--- src/rtl/lcdtg_pkg.sv ---
package lcdtg_pkg;
  localparam int REG_W  = 32;
  localparam int POS_W  = 16;
  localparam int CNT_W  = 32;
  localparam int ADDR_W = 6;

  localparam logic [CNT_W-1:0] CNT_ONE = 1;
  localparam logic [POS_W-1:0] POS_ONE = 1;

  localparam logic [ADDR_W-1:0] OFS_ENABLE  = 6'h00;
  localparam logic [ADDR_W-1:0] OFS_HTIME   = 6'h04;
  localparam logic [ADDR_W-1:0] OFS_FRAME   = 6'h08;
  localparam logic [ADDR_W-1:0] OFS_VSYNC   = 6'h0C;
  localparam logic [ADDR_W-1:0] OFS_HDISP   = 6'h10;
  localparam logic [ADDR_W-1:0] OFS_VDSTART = 6'h14;
  localparam logic [ADDR_W-1:0] OFS_VDEND   = 6'h18;
  localparam logic [ADDR_W-1:0] OFS_HACT    = 6'h1C;
  localparam logic [ADDR_W-1:0] OFS_VASTART = 6'h20;
  localparam logic [ADDR_W-1:0] OFS_VAEND   = 6'h24;
  localparam logic [ADDR_W-1:0] OFS_BORDER  = 6'h28;
  localparam logic [ADDR_W-1:0] OFS_UFLOW   = 6'h2C;
  localparam logic [ADDR_W-1:0] OFS_SKEW    = 6'h30;
  localparam logic [ADDR_W-1:0] OFS_STATUS  = 6'h34;
  localparam logic [ADDR_W-1:0] OFS_POL     = 6'h38;

  // Timing set, held live and shadowed per frame
  typedef struct packed {
    logic [POS_W-1:0] linePeriod;
    logic [POS_W-1:0] hsyncWidth;
    logic [POS_W-1:0] hDispStart;
    logic [POS_W-1:0] hDispEnd;
    logic             actHEn;
    logic [POS_W-2:0] actHEnd;
    logic [POS_W-1:0] actHStart;
    logic [CNT_W-1:0] framePeriod;
    logic [CNT_W-1:0] vsyncWidth;
    logic [CNT_W-1:0] vDispStart;
    logic [CNT_W-1:0] vDispEnd;
    logic             actVEn;
    logic [CNT_W-2:0] actVStart;
    logic [CNT_W-1:0] actVEnd;
    logic [CNT_W-1:0] hsyncSkew;
    logic [2:0]       polarity;
    logic             recovEn;
  } tgCfg_t;

  // Strobes from control to datapath, one set per pixel clock
  typedef struct packed {
    logic run;
    logic frameStart;
    logic hsyncOn;
    logic vsyncOn;
    logic inDisp;
    logic inActive;
  } tgStrobe_t;
endpackage

--- src/rtl/lcdtg_ctrl.sv ---
module lcdtg_ctrl
  import lcdtg_pkg::*;
#(
  parameter int PIX_W = 24
) (
  input  logic              clk,
  input  logic              rst_n,
  input  logic              regWrEn,
  input  logic [ADDR_W-1:0] regAddr,
  input  logic [REG_W-1:0]  regWrData,
  output logic [REG_W-1:0]  regRdData,
  input  logic              uflowEvent,
  output tgStrobe_t         strb,
  output logic [PIX_W-1:0]  borderColor,
  output logic [PIX_W-1:0]  underColor,
  output logic              recovEn,
  output logic [2:0]        polarity
);
  tgCfg_t liveCfg, shCfg;
  logic enReg, statusBit, clrStatus;
  logic [PIX_W-1:0] liveBorder, liveUnder, shBorder, shUnder;
  logic [CNT_W-1:0] frameCnt;
  logic [POS_W-1:0] hPos;
  logic frameLast, lineLast;
  logic hDisp, vDisp, hAct, vAct;
  logic [CNT_W:0] vsEnd;

  assign clrStatus = regWrEn && (regAddr == OFS_STATUS) && regWrData[0];

  // Live register bank
  always_ff @(posedge clk or negedge rst_n) begin
    if (!rst_n) begin
      liveCfg    <= '0;
      enReg      <= 1'b0;
      liveBorder <= '0;
      liveUnder  <= '0;
    end else if (regWrEn) begin
      case (regAddr)
        OFS_ENABLE:  enReg <= regWrData[0];
        OFS_HTIME: begin
          liveCfg.linePeriod <= regWrData[31:16];
          liveCfg.hsyncWidth <= regWrData[15:0];
        end
        OFS_FRAME:   liveCfg.framePeriod <= regWrData;
        OFS_VSYNC:   liveCfg.vsyncWidth  <= regWrData;
        OFS_HDISP: begin
          liveCfg.hDispEnd   <= regWrData[31:16];
          liveCfg.hDispStart <= regWrData[15:0];
        end
        OFS_VDSTART: liveCfg.vDispStart <= regWrData;
        OFS_VDEND:   liveCfg.vDispEnd   <= regWrData;
        OFS_HACT: begin
          liveCfg.actHEn    <= regWrData[31];
          liveCfg.actHEnd   <= regWrData[30:16];
          liveCfg.actHStart <= regWrData[15:0];
        end
        OFS_VASTART: begin
          liveCfg.actVEn    <= regWrData[31];
          liveCfg.actVStart <= regWrData[30:0];
        end
        OFS_VAEND:   liveCfg.actVEnd <= regWrData;
        OFS_BORDER:  liveBorder <= regWrData[PIX_W-1:0];
        OFS_UFLOW: begin
          liveCfg.recovEn <= regWrData[31];
          liveUnder       <= regWrData[PIX_W-1:0];
        end
        OFS_SKEW:    liveCfg.hsyncSkew <= regWrData;
        OFS_POL:     liveCfg.polarity  <= regWrData[2:0];
        default: ;
      endcase
    end
  end

  // Read mux
  always_comb begin
    regRdData = '0;
    case (regAddr)
      OFS_ENABLE:  regRdData[0] = enReg;
      OFS_HTIME:   regRdData = {liveCfg.linePeriod, liveCfg.hsyncWidth};
      OFS_FRAME:   regRdData = liveCfg.framePeriod;
      OFS_VSYNC:   regRdData = liveCfg.vsyncWidth;
      OFS_HDISP:   regRdData = {liveCfg.hDispEnd, liveCfg.hDispStart};
      OFS_VDSTART: regRdData = liveCfg.vDispStart;
      OFS_VDEND:   regRdData = liveCfg.vDispEnd;
      OFS_HACT:    regRdData = {liveCfg.actHEn, liveCfg.actHEnd, liveCfg.actHStart};
      OFS_VASTART: regRdData = {liveCfg.actVEn, liveCfg.actVStart};
      OFS_VAEND:   regRdData = liveCfg.actVEnd;
      OFS_BORDER:  regRdData[PIX_W-1:0] = liveBorder;
      OFS_UFLOW: begin
        regRdData[PIX_W-1:0] = liveUnder;
        regRdData[31]        = liveCfg.recovEn;
      end
      OFS_SKEW:    regRdData = liveCfg.hsyncSkew;
      OFS_STATUS:  regRdData[0] = statusBit;
      OFS_POL:     regRdData[2:0] = liveCfg.polarity;
      default:     regRdData = '0;
    endcase
  end

  // Frame-boundary shadow copy
  always_ff @(posedge clk or negedge rst_n) begin
    if (!rst_n) begin
      shCfg    <= '0;
      shBorder <= '0;
      shUnder  <= '0;
    end else if (!enReg || frameLast) begin
      shCfg    <= liveCfg;
      shBorder <= liveBorder;
      shUnder  <= liveUnder;
    end
  end

  // Frame and line position counters
  assign frameLast = enReg && (frameCnt == shCfg.framePeriod - CNT_ONE);
  assign lineLast  = (hPos == shCfg.linePeriod - POS_ONE);

  always_ff @(posedge clk or negedge rst_n) begin
    if (!rst_n) begin
      frameCnt <= '0;
      hPos     <= '0;
    end else if (!enReg || frameLast) begin
      frameCnt <= '0;
      hPos     <= '0;
    end else begin
      frameCnt <= frameCnt + CNT_ONE;
      hPos     <= lineLast ? '0 : hPos + POS_ONE;
    end
  end

  always_ff @(posedge clk or negedge rst_n) begin
    if (!rst_n) statusBit <= 1'b0;
    else        statusBit <= (statusBit && !clrStatus) || uflowEvent;
  end

  // Window decode
  always_comb begin
    hDisp = (hPos >= shCfg.hDispStart) && (hPos <= shCfg.hDispEnd);
    vDisp = (frameCnt >= shCfg.vDispStart) && (frameCnt <= shCfg.vDispEnd);
    hAct  = !shCfg.actHEn ||
            ((hPos >= shCfg.actHStart) && (hPos <= {1'b0, shCfg.actHEnd}));
    vAct  = !shCfg.actVEn ||
            ((frameCnt >= {1'b0, shCfg.actVStart}) && (frameCnt <= shCfg.actVEnd));
    vsEnd = {1'b0, shCfg.hsyncSkew} + {1'b0, shCfg.vsyncWidth};
    strb.run        = enReg;
    strb.frameStart = enReg && (frameCnt == '0);
    strb.hsyncOn    = hPos < shCfg.hsyncWidth;
    strb.vsyncOn    = (frameCnt >= shCfg.hsyncSkew) && ({1'b0, frameCnt} < vsEnd);
    strb.inDisp     = hDisp && vDisp;
    strb.inActive   = hDisp && vDisp && hAct && vAct;
  end

  assign borderColor = shBorder;
  assign underColor  = shUnder;
  assign recovEn     = shCfg.recovEn;
  assign polarity    = shCfg.polarity;

  AST_RESTART_ZERO: assert property (@(posedge clk) disable iff (!rst_n)
    $rose(enReg) |-> (frameCnt == '0 && hPos == '0));
  AST_CNT_BELOW_PERIOD: assert property (@(posedge clk) disable iff (!rst_n)
    (enReg && shCfg.framePeriod != '0) |-> (frameCnt < shCfg.framePeriod));
  AST_SHADOW_HOLD: assert property (@(posedge clk) disable iff (!rst_n)
    (enReg && !frameLast) |=> $stable(shCfg));
  AST_STATUS_STICKY: assert property (@(posedge clk) disable iff (!rst_n)
    (statusBit && !clrStatus) |=> statusBit);
endmodule

--- src/rtl/lcdtg_datapath.sv ---
module lcdtg_datapath
  import lcdtg_pkg::*;
#(
  parameter int PIX_W = 24
) (
  input  logic             clk,
  input  logic             rst_n,
  input  tgStrobe_t        strb,
  input  logic [2:0]       polarity,
  input  logic             recovEn,
  input  logic [PIX_W-1:0] borderColor,
  input  logic [PIX_W-1:0] underColor,
  input  logic             pixValid,
  input  logic [PIX_W-1:0] pixData,
  output logic             pixReady,
  output logic             uflowEvent,
  output logic             hsyncOut,
  output logic             vsyncOut,
  output logic             deOut,
  output logic [PIX_W-1:0] pixOut
);
  logic hsRaw, vsRaw, deRaw;
  logic [2:0] polQ;
  logic [PIX_W-1:0] pixReg;
  logic uflowMode, effMode, starve, lockSet;

  assign effMode    = uflowMode && !strb.frameStart;
  assign starve     = strb.inActive && !pixValid;
  assign lockSet    = starve && recovEn;
  assign pixReady   = strb.run && strb.inActive;
  assign uflowEvent = pixReady && (!pixValid || effMode);

  always_ff @(posedge clk or negedge rst_n) begin
    if (!rst_n) begin
      hsRaw     <= 1'b0;
      vsRaw     <= 1'b0;
      deRaw     <= 1'b0;
      polQ      <= '0;
      pixReg    <= '0;
      uflowMode <= 1'b0;
    end else begin
      polQ <= polarity;
      if (!strb.run) begin
        hsRaw     <= 1'b0;
        vsRaw     <= 1'b0;
        deRaw     <= 1'b0;
        pixReg    <= '0;
        uflowMode <= 1'b0;
      end else begin
        hsRaw <= strb.hsyncOn;
        vsRaw <= strb.vsyncOn;
        deRaw <= strb.inDisp;
        if (!strb.inDisp)        pixReg <= '0;
        else if (!strb.inActive) pixReg <= borderColor;
        else if (uflowEvent)     pixReg <= underColor;
        else                     pixReg <= pixData;
        uflowMode <= strb.frameStart ? lockSet : (uflowMode || lockSet);
      end
    end
  end

  assign hsyncOut = hsRaw ^ polQ[0];
  assign vsyncOut = vsRaw ^ polQ[1];
  assign deOut    = deRaw ^ polQ[2];
  assign pixOut   = pixReg;

  AST_IDLE_BLANK: assert property (@(posedge clk) disable iff (!rst_n)
    !strb.run |=> (!deRaw && pixOut == '0));
  AST_UFLOW_HOLD: assert property (@(posedge clk) disable iff (!rst_n)
    (strb.run && uflowMode && !strb.frameStart) |=> uflowMode);
  AST_READY_IDLE: assert property (@(posedge clk) disable iff (!rst_n)
    !strb.run |-> !pixReady);
endmodule

--- src/rtl/lcd_timing_gen.sv ---
module lcd_timing_gen
  import lcdtg_pkg::*;
#(
  parameter int PIX_W = 24
) (
  input  logic              clk,
  input  logic              rst_n,
  input  logic              regWrEn,
  input  logic [ADDR_W-1:0] regAddr,
  input  logic [REG_W-1:0]  regWrData,
  output logic [REG_W-1:0]  regRdData,
  input  logic              pixValid,
  input  logic [PIX_W-1:0]  pixData,
  output logic              pixReady,
  output logic              hsyncOut,
  output logic              vsyncOut,
  output logic              deOut,
  output logic [PIX_W-1:0]  pixOut
);
  tgStrobe_t strb;
  logic [PIX_W-1:0] borderColor, underColor;
  logic recovEn, uflowEvent;
  logic [2:0] polarity;

  lcdtg_ctrl #(.PIX_W(PIX_W)) ctrl_i (
    .clk(clk), .rst_n(rst_n), .regWrEn(regWrEn), .regAddr(regAddr),
    .regWrData(regWrData), .regRdData(regRdData), .uflowEvent(uflowEvent),
    .strb(strb), .borderColor(borderColor), .underColor(underColor),
    .recovEn(recovEn), .polarity(polarity)
  );

  lcdtg_datapath #(.PIX_W(PIX_W)) dp_i (
    .clk(clk), .rst_n(rst_n), .strb(strb), .polarity(polarity),
    .recovEn(recovEn), .borderColor(borderColor), .underColor(underColor),
    .pixValid(pixValid), .pixData(pixData), .pixReady(pixReady),
    .uflowEvent(uflowEvent), .hsyncOut(hsyncOut), .vsyncOut(vsyncOut),
    .deOut(deOut), .pixOut(pixOut)
  );
endmodule

--- config.mk ---
export PLATFORM = sky130hd
export DESIGN_NAME = lcd_timing_gen
export DESIGN_NICKNAME = d
export VERILOG_FILES = /design/src/rtl/lcdtg_pkg.sv /design/src/rtl/lcdtg_ctrl.sv /design/src/rtl/lcdtg_datapath.sv /design/src/rtl/lcd_timing_gen.sv
export SDC_FILE = /design/constraint.sdc
export NUM_CORES = 2
export LEC_CHECK = 0
export BUFFER_PORTS_ARGS = -buffer_cell sky130_fd_sc_hd__buf_2
export CAP_MARGIN = 20
export CORE_MARGIN = 3
export CORE_UTILIZATION = 60
export CTS_CLUSTER_DIAMETER = 60
export DETAILED_ROUTE_END_ITERATION = 8
export GPL_ROUTABILITY_DRIVEN = 0
export GPL_TIMING_DRIVEN = 1
export HOLD_SLACK_MARGIN = 0.1
export PLACE_DENSITY_LB_ADDON = 0.08
export SYNTH_ARGS = -nofsm -noshare
export SYNTH_HDL_FRONTEND = slang
export SYNTH_HIERARCHICAL = 1
export SYNTH_SLANG_ARGS = --single-unit
--- constraint.sdc ---
create_clock -name clk -period 4.2 [get_ports clk]
set_clock_uncertainty 0.05 [all_clocks]
set_input_delay 0.21 -clock clk [delete_from_list [all_inputs] [get_ports clk]]
set_output_delay 0.21 -clock clk [all_outputs]
set_load 0.05 [all_outputs]
## After elaboration in Yosys (flattened, before gate mapping)

Index checks and enable logic that the tools add are counted.

- Order comparisons: 11
- Bitwise logic cells: 3
- Muxes and demuxes: 17
- Equality and inequality tests: 16
- Reduce and logical (&&, ||, !) cells: 46
- $add $sub $neg: 5

Operators by type and width:

| kind | count |
|---|---|
| 21-bit case mux with 12 select lines | 1 |
| 24-bit two-way mux | 4 |
| 7-bit case mux with 10 select lines | 1 |
| 32-bit >= comparator | 2 |
| 32-bit less-or-equal comparator | 2 |
| 6-bit == test, second input constant | 7 |
| 32-bit by 32-bit adder with 33-bit output | 1 |
| 32-bit by 33-bit less-than comparator with 1-bit output | 1 |
| 32-bit by 1-bit adder with 32-bit output, second input constant | 1 |
| 32-bit == test | 1 |
| 16-bit >= comparator | 2 |
| 32-bit by 31-bit >= comparator with 1-bit output | 1 |
| 32-bit logical NOT | 1 |
| 16-bit two-way mux | 2 |
| 32-bit two-way mux | 1 |
| 32-bit by 1-bit subtractor with 32-bit output, second input constant | 1 |
| 2-bit AND reduction | 14 |
| 2-bit case mux with 13 select lines | 1 |
| 6-bit by 5-bit == test with 1-bit output, second input constant | 4 |
| 1-bit logical AND | 18 |
| 16-bit by 1-bit adder with 16-bit output, second input constant | 1 |
| 16-bit == test | 1 |
| 16-bit by 15-bit less-or-equal comparator with 1-bit output | 1 |
| 16-bit less-or-equal comparator | 1 |
| other kinds (11) | 28 |

- Output and inout bits: 60
- Register bits: 825
- Bits of input ports: 66

## Logic depth before layout (Yosys ltp)

- Depth in word-level cells: 11
- Mapped depth: 20
- Gate-level depth less buffers: 20

## Hierarchy

The synthesis kept the hierarchy.

By module, submodules not included:

| module | area each (um2) | cells each | instances |
|---|---|---|---|
| lcdtg_ctrl | 42,020.3 | 3,557 | 1 |
| lcdtg_datapath | 1,406.3 | 104 | 1 |

## Least setup slack after synthesis

No wires, ideal clock.

- Path type: reg2reg
- From: reg ctrl_i.frameCnt[17]
- To: reg dp_i.pixReg[10] (netlist: dp_i/pixOut[10])
- Data arrival time: 3.612 ns
- Stages on the path, launching flop included: 16
- Required time: 4.027 ns
- Period minus slack after synthesis: 3.785 ns
- Slack: 0.415 ns
- Setup time: 0.123 ns
- Cell sequence: dfrtp_1 ha_1 a21o_1 a21o_1 a21o_1 a221o_1 a2111oi_0 o22a_1 o211a_1 nor4b_1 buf_4 and2_4 a21bo_1 buf_6 buf_6 o221a_1

RTL lines:

| what | RTL line | RTL |
|---|---|---|
| from (decl) | lcdtg_ctrl.sv:22 | `logic [CNT_W-1:0] frameCnt;` |
| from (signal assigned) | lcdtg_ctrl.sv:125 | `frameCnt <= frameCnt + CNT_ONE;` |
| to (signal assigned) | lcdtg_datapath.sv:54 | `else if (!strb.inActive) pixReg <= borderColor;` |
| to (signal assigned) | lcdtg_datapath.sv:55 | `else if (uflowEvent) pixReg <= underColor;` |
| to (signal assigned) | lcdtg_datapath.sv:56 | `else pixReg <= pixData;` |
| to (decl) | lcdtg_datapath.sv:24 | `logic [PIX_W-1:0] pixReg;` |

==> key figures <==
Power
  • Maximum vdd ir drop: 0.347 mV
  • Pwr dens: 458 nW/µm²
  • Leak Pwr: 24.9 nW

STA
  • Slew Limit Fails: 0
  • Final Hold Fails: 0
  • Final Cycle Share: 99.2%
  • Minimum clock period: 4.17 ns
  • Rel. slew slack: 29.6%
  • Unrepaired setup endpoints after global routing: true
  • Setup violators final: 0
  • Worst-margin pin slew: 1.05 ns
  • Fmax: 0.240 GHz

Route
  • First-pass DRT Iterations: 8
  • Routed Antenna Nets: 0
  • Post-route DRC: 0
  • Routed vias: 32334
  • Total Wirelength: 138000 µm
  • WL/cell: 27.9 µm
  • Via density: 6.55
  • Drt first-iter violations: 3231

Place
  • Dpl cells: 4707
  • Port bufs: 125
  • HPWL after detailed placement: 99400 µm

Worst setup path
  • Critical Path End Type: output pin
  • Worst reg2reg path depth: 16
  • CP delay by family, top: simple AND/OR/NAND/NOR gates
  • Crit Path Class: reg -> out
  • Crit path DAT: 3.91 ns
  • CP startpoint kind: register
  • WP data required: 3.94 ns
  • WP buf/inv: 3
  • Crit-path slowest cell: dfrtp_1
  • Worst path most repeated cell: buf_4
  • CP max FO: 5
  • Reg2Reg Setup Slack: 0.11 ns
  • Crit path largest cell delay: 0.47 ns
  • Reg2Reg Launch Point: ctrl_i/shCfg[11]$_DFFE_PN0N_
  • R2R Path End: dp_i/vsRaw$_DFF_PN0_
  • Worst-path cell chain: ha_1 > nand4_1 > nor3_2 > and4_1 > o21ai_0 > o2111ai_1 > a31oi_2 > o21bai_1 > nor4b_4 > buf_4 > and2_4 > buf_4 > buf_6

CTS
  • Worst skew pair latency: 0.64 ns
  • Clock sinks: 825
  • CTS tree: done
  • Clk buf depth: 3
  • H-tree Lvls: 3
  • TritonCTS Buffers: 84
  • Reg clk slew, reported paths: 0.06 ns
  • Root buf cell: clkbuf_16

Layout
  • Multi-input gate area: 21200 µm²
  • Commonest non-fill, non-tap cells in the layout: dfrtp_1 (825), mux2_2 (419), mux2_1 (330)
  • Layout cells sized above 1: 22.9%
  • Layout area overhead: 14.7%
  • Register area: 20600 µm²
  • Final Non-Filler Cells: 4940
  • Nets: 4287
  • Number of fill cells: 5115
  • Final core utilization: 69.6%
  • Commonest non-fill, non-tap cell in the layout: dfrtp_1

Synthesis
  • Main synth FF type: dfrtp_1
  • Seq/Total Area, Yosys: 47.5%
  • Yosys top cell area share: 47.5%
  • Post-synth cell types: 83
  • YS warnings: 6
  • Area leader, netlist: dfrtp_1
  • Synth area leaders: dfrtp_1 (48%), mux2_2 (11%), ha_1 (8.8%)
  • EDFF count, synth: 0
  • Syn Inst Count: 3661
  • Syn nets: 4033
  • Post-Synthesis Mean Instance Area: 11.9 µm²
  • Post-synth ARST share: 100%
  • Yosys reg bits: 825
  • Cell area after synthesis: 43400 µm²

Floorplan
  • Placement row count: 98
  • Die area: 75600 µm²
  • I/O pins: 126
  • Core Area: 71600 µm²
  • DIE HEIGHT: 275 µm
  • Die X: 275 µm
  • Initial Util: 60.6%

GRT
  • Largest net degree at the start of global routing: 116
  • Gr ovfl total: 0
  • Initial antenna violation count: 14
  • Vias in the first global route: 32939
  • Global-route wire length before repair: 206000 µm
  • All-Layer GR Usage: 36.4%

Outcome
  • Status: complete, no violations

Hold path
  • Hold crit path type: in -> async

Flow run
  • Max Cap Viol: 0
-- cell usage after synthesis (33+ instances only) --
cell	count
dfrtp_1	825
mux2_2	419
mux2_1	330
ha_1	305
inv_1	261
nor2_1	150
nand2_1	111
a21o_1	96
a21oi_1	91
clkbuf_1	90
a221oi_1	77
nand3_1	75
xnor2_1	73
a22o_1	72
o21ai_0	66
nand4_1	63
xor2_1	51
buf_2	45
buf_1	43
nor3_1	40
o21a_1	37
a22oi_1	33
-- stage by stage --
stage | TNS, ns | total power [W] | hold slack [ns] | worst slack (ns) | instance area (µm²)
finish | 0 | 0.0228 | 0.146 | 0.0329 | 49800
global route | -0.114 | 0.0237 | 0.203 | -0.114 | 49800
CTS | 0 | 0.0227 | 0.172 | 0.00365 | 49600
detailed placement | -0.169 | 0.0147 | 0.265 | -0.169 | 46000
global placement | -0.0124 | 0.0144 | 0.245 | -0.0124 | 46000
floorplan | 0 | 0.0129 | -0.136 | 0.415 | 43400
-- sequential cells by signal (all words and copies together) (netlist names) --
name / count
ctrl_i/liveCfg: 324
ctrl_i/shCfg: 320
ctrl_i/frameCnt: 32
ctrl_i/borderColor: 24
ctrl_i/liveBorder: 24
ctrl_i/liveUnder: 24
ctrl_i/underColor: 24
dp_i/pixOut: 24
ctrl_i/hPos: 16
ctrl_i/polarity: 3
dp_i/polQ: 3
ctrl_i/enReg: 1
ctrl_i/recovEn: 1
ctrl_i/statusBit: 1
dp_i/deRaw: 1
dp_i/hsRaw: 1
dp_i/uflowMode: 1
dp_i/vsRaw: 1
-- cells by family after synthesis --
group                    synth area share, %
multiplexers                            19.6
buffers and inverters                   4.09
AO/OA/AOI/OAI                           10.6
AND/OR/NAND/NOR                         6.83
flip-flops                              47.5
XOR/XNOR                                2.50
adder cells (fa/ha/maj)                 8.83
-- worst reg2reg max path: stages, from the launching register on --
cell and delay (ns):
dfrtp_1 0.39, ha_1 0.40, nand3_1 0.16, nor2_1 0.22, nand3_1 0.17, a41oi_2 0.28
o2111ai_2 0.23, buf_4 0.20, o211ai_1 0.40, and4b_1 0.28, nor3_1 0.06, ha_1 0.28
o21a_1 0.13, o21a_1 0.10, o21ai_0 0.11, o41a_1 0.38, and2_1 0.16
-- how the worst max path moves through the flow --
stage,from,end,slack (ns),depth (start not counted)
after floorplan,ctrl_i/frameCnt[17]$_DFF_PN0_,dp_i/pixOut[10]$_DFF_PN0_,0.42,15
after global placement,ctrl_i/shCfg[7]$_DFFE_PN0N_,dp_i/vsRaw$_DFF_PN0_,-0.01,15
after detailed placement,ctrl_i/shCfg[7]$_DFFE_PN0N_,dp_i/vsRaw$_DFF_PN0_,-0.17,15
after CTS,ctrl_i/shCfg[7]$_DFFE_PN0N_,dp_i/vsRaw$_DFF_PN0_,0.004,15
after global routing,ctrl_i/shCfg[7]$_DFFE_PN0N_,dp_i/vsRaw$_DFF_PN0_,-0.11,15
final,ctrl_i/frameCnt[27]$_DFF_PN0_,pixReady,0.03,13
-- report_power, final --
part / internal, W / leakage (nW) / switching (W)
combinational: 0.00206 / 12.4 / 0.00253
clock: 0.00472 / 1.44 / 0.00324
sequential: 0.00905 / 11.0 / 0.00119
-- routing by layer --
layer	vias to the layer above	wire length, µm	GRT usage (%)
met4	2	4730	12.5
met1	16500	58100	52.2
li1	13869	-	-
met2	1697	60400	54.5
met3	266	14600	8.83
met5	-	11	0
-- what timing repair did --
| action | 4_1_cts | 5_1_grt |
|---|---|---|
| cloned | 0 | 2 |
| endpoints found under the hold margin | 496 | 0 |
| endpoints found under the setup margin | 2 | 353 |
| pin swaps | 1 | 5 |
| gates resized for setup | 14 | 32 |
| hold buffers | 63 | 0 |
| setup buffers | 0 | 6 |
-- layout make-up --
cell class | instances | area share (%)
multi-input cells | 2389 | 42.6
flip-flops and latches | 825 | 41.4
repair buffers | 354 | 5.65
clock buffers | 114 | 4.83
well taps | 950 | 2.39
inverters | 261 | 1.97
clock inverters | 42 | 1.09
diodes | 5 | 0.0251
Power figures use the tool's default switching activity.
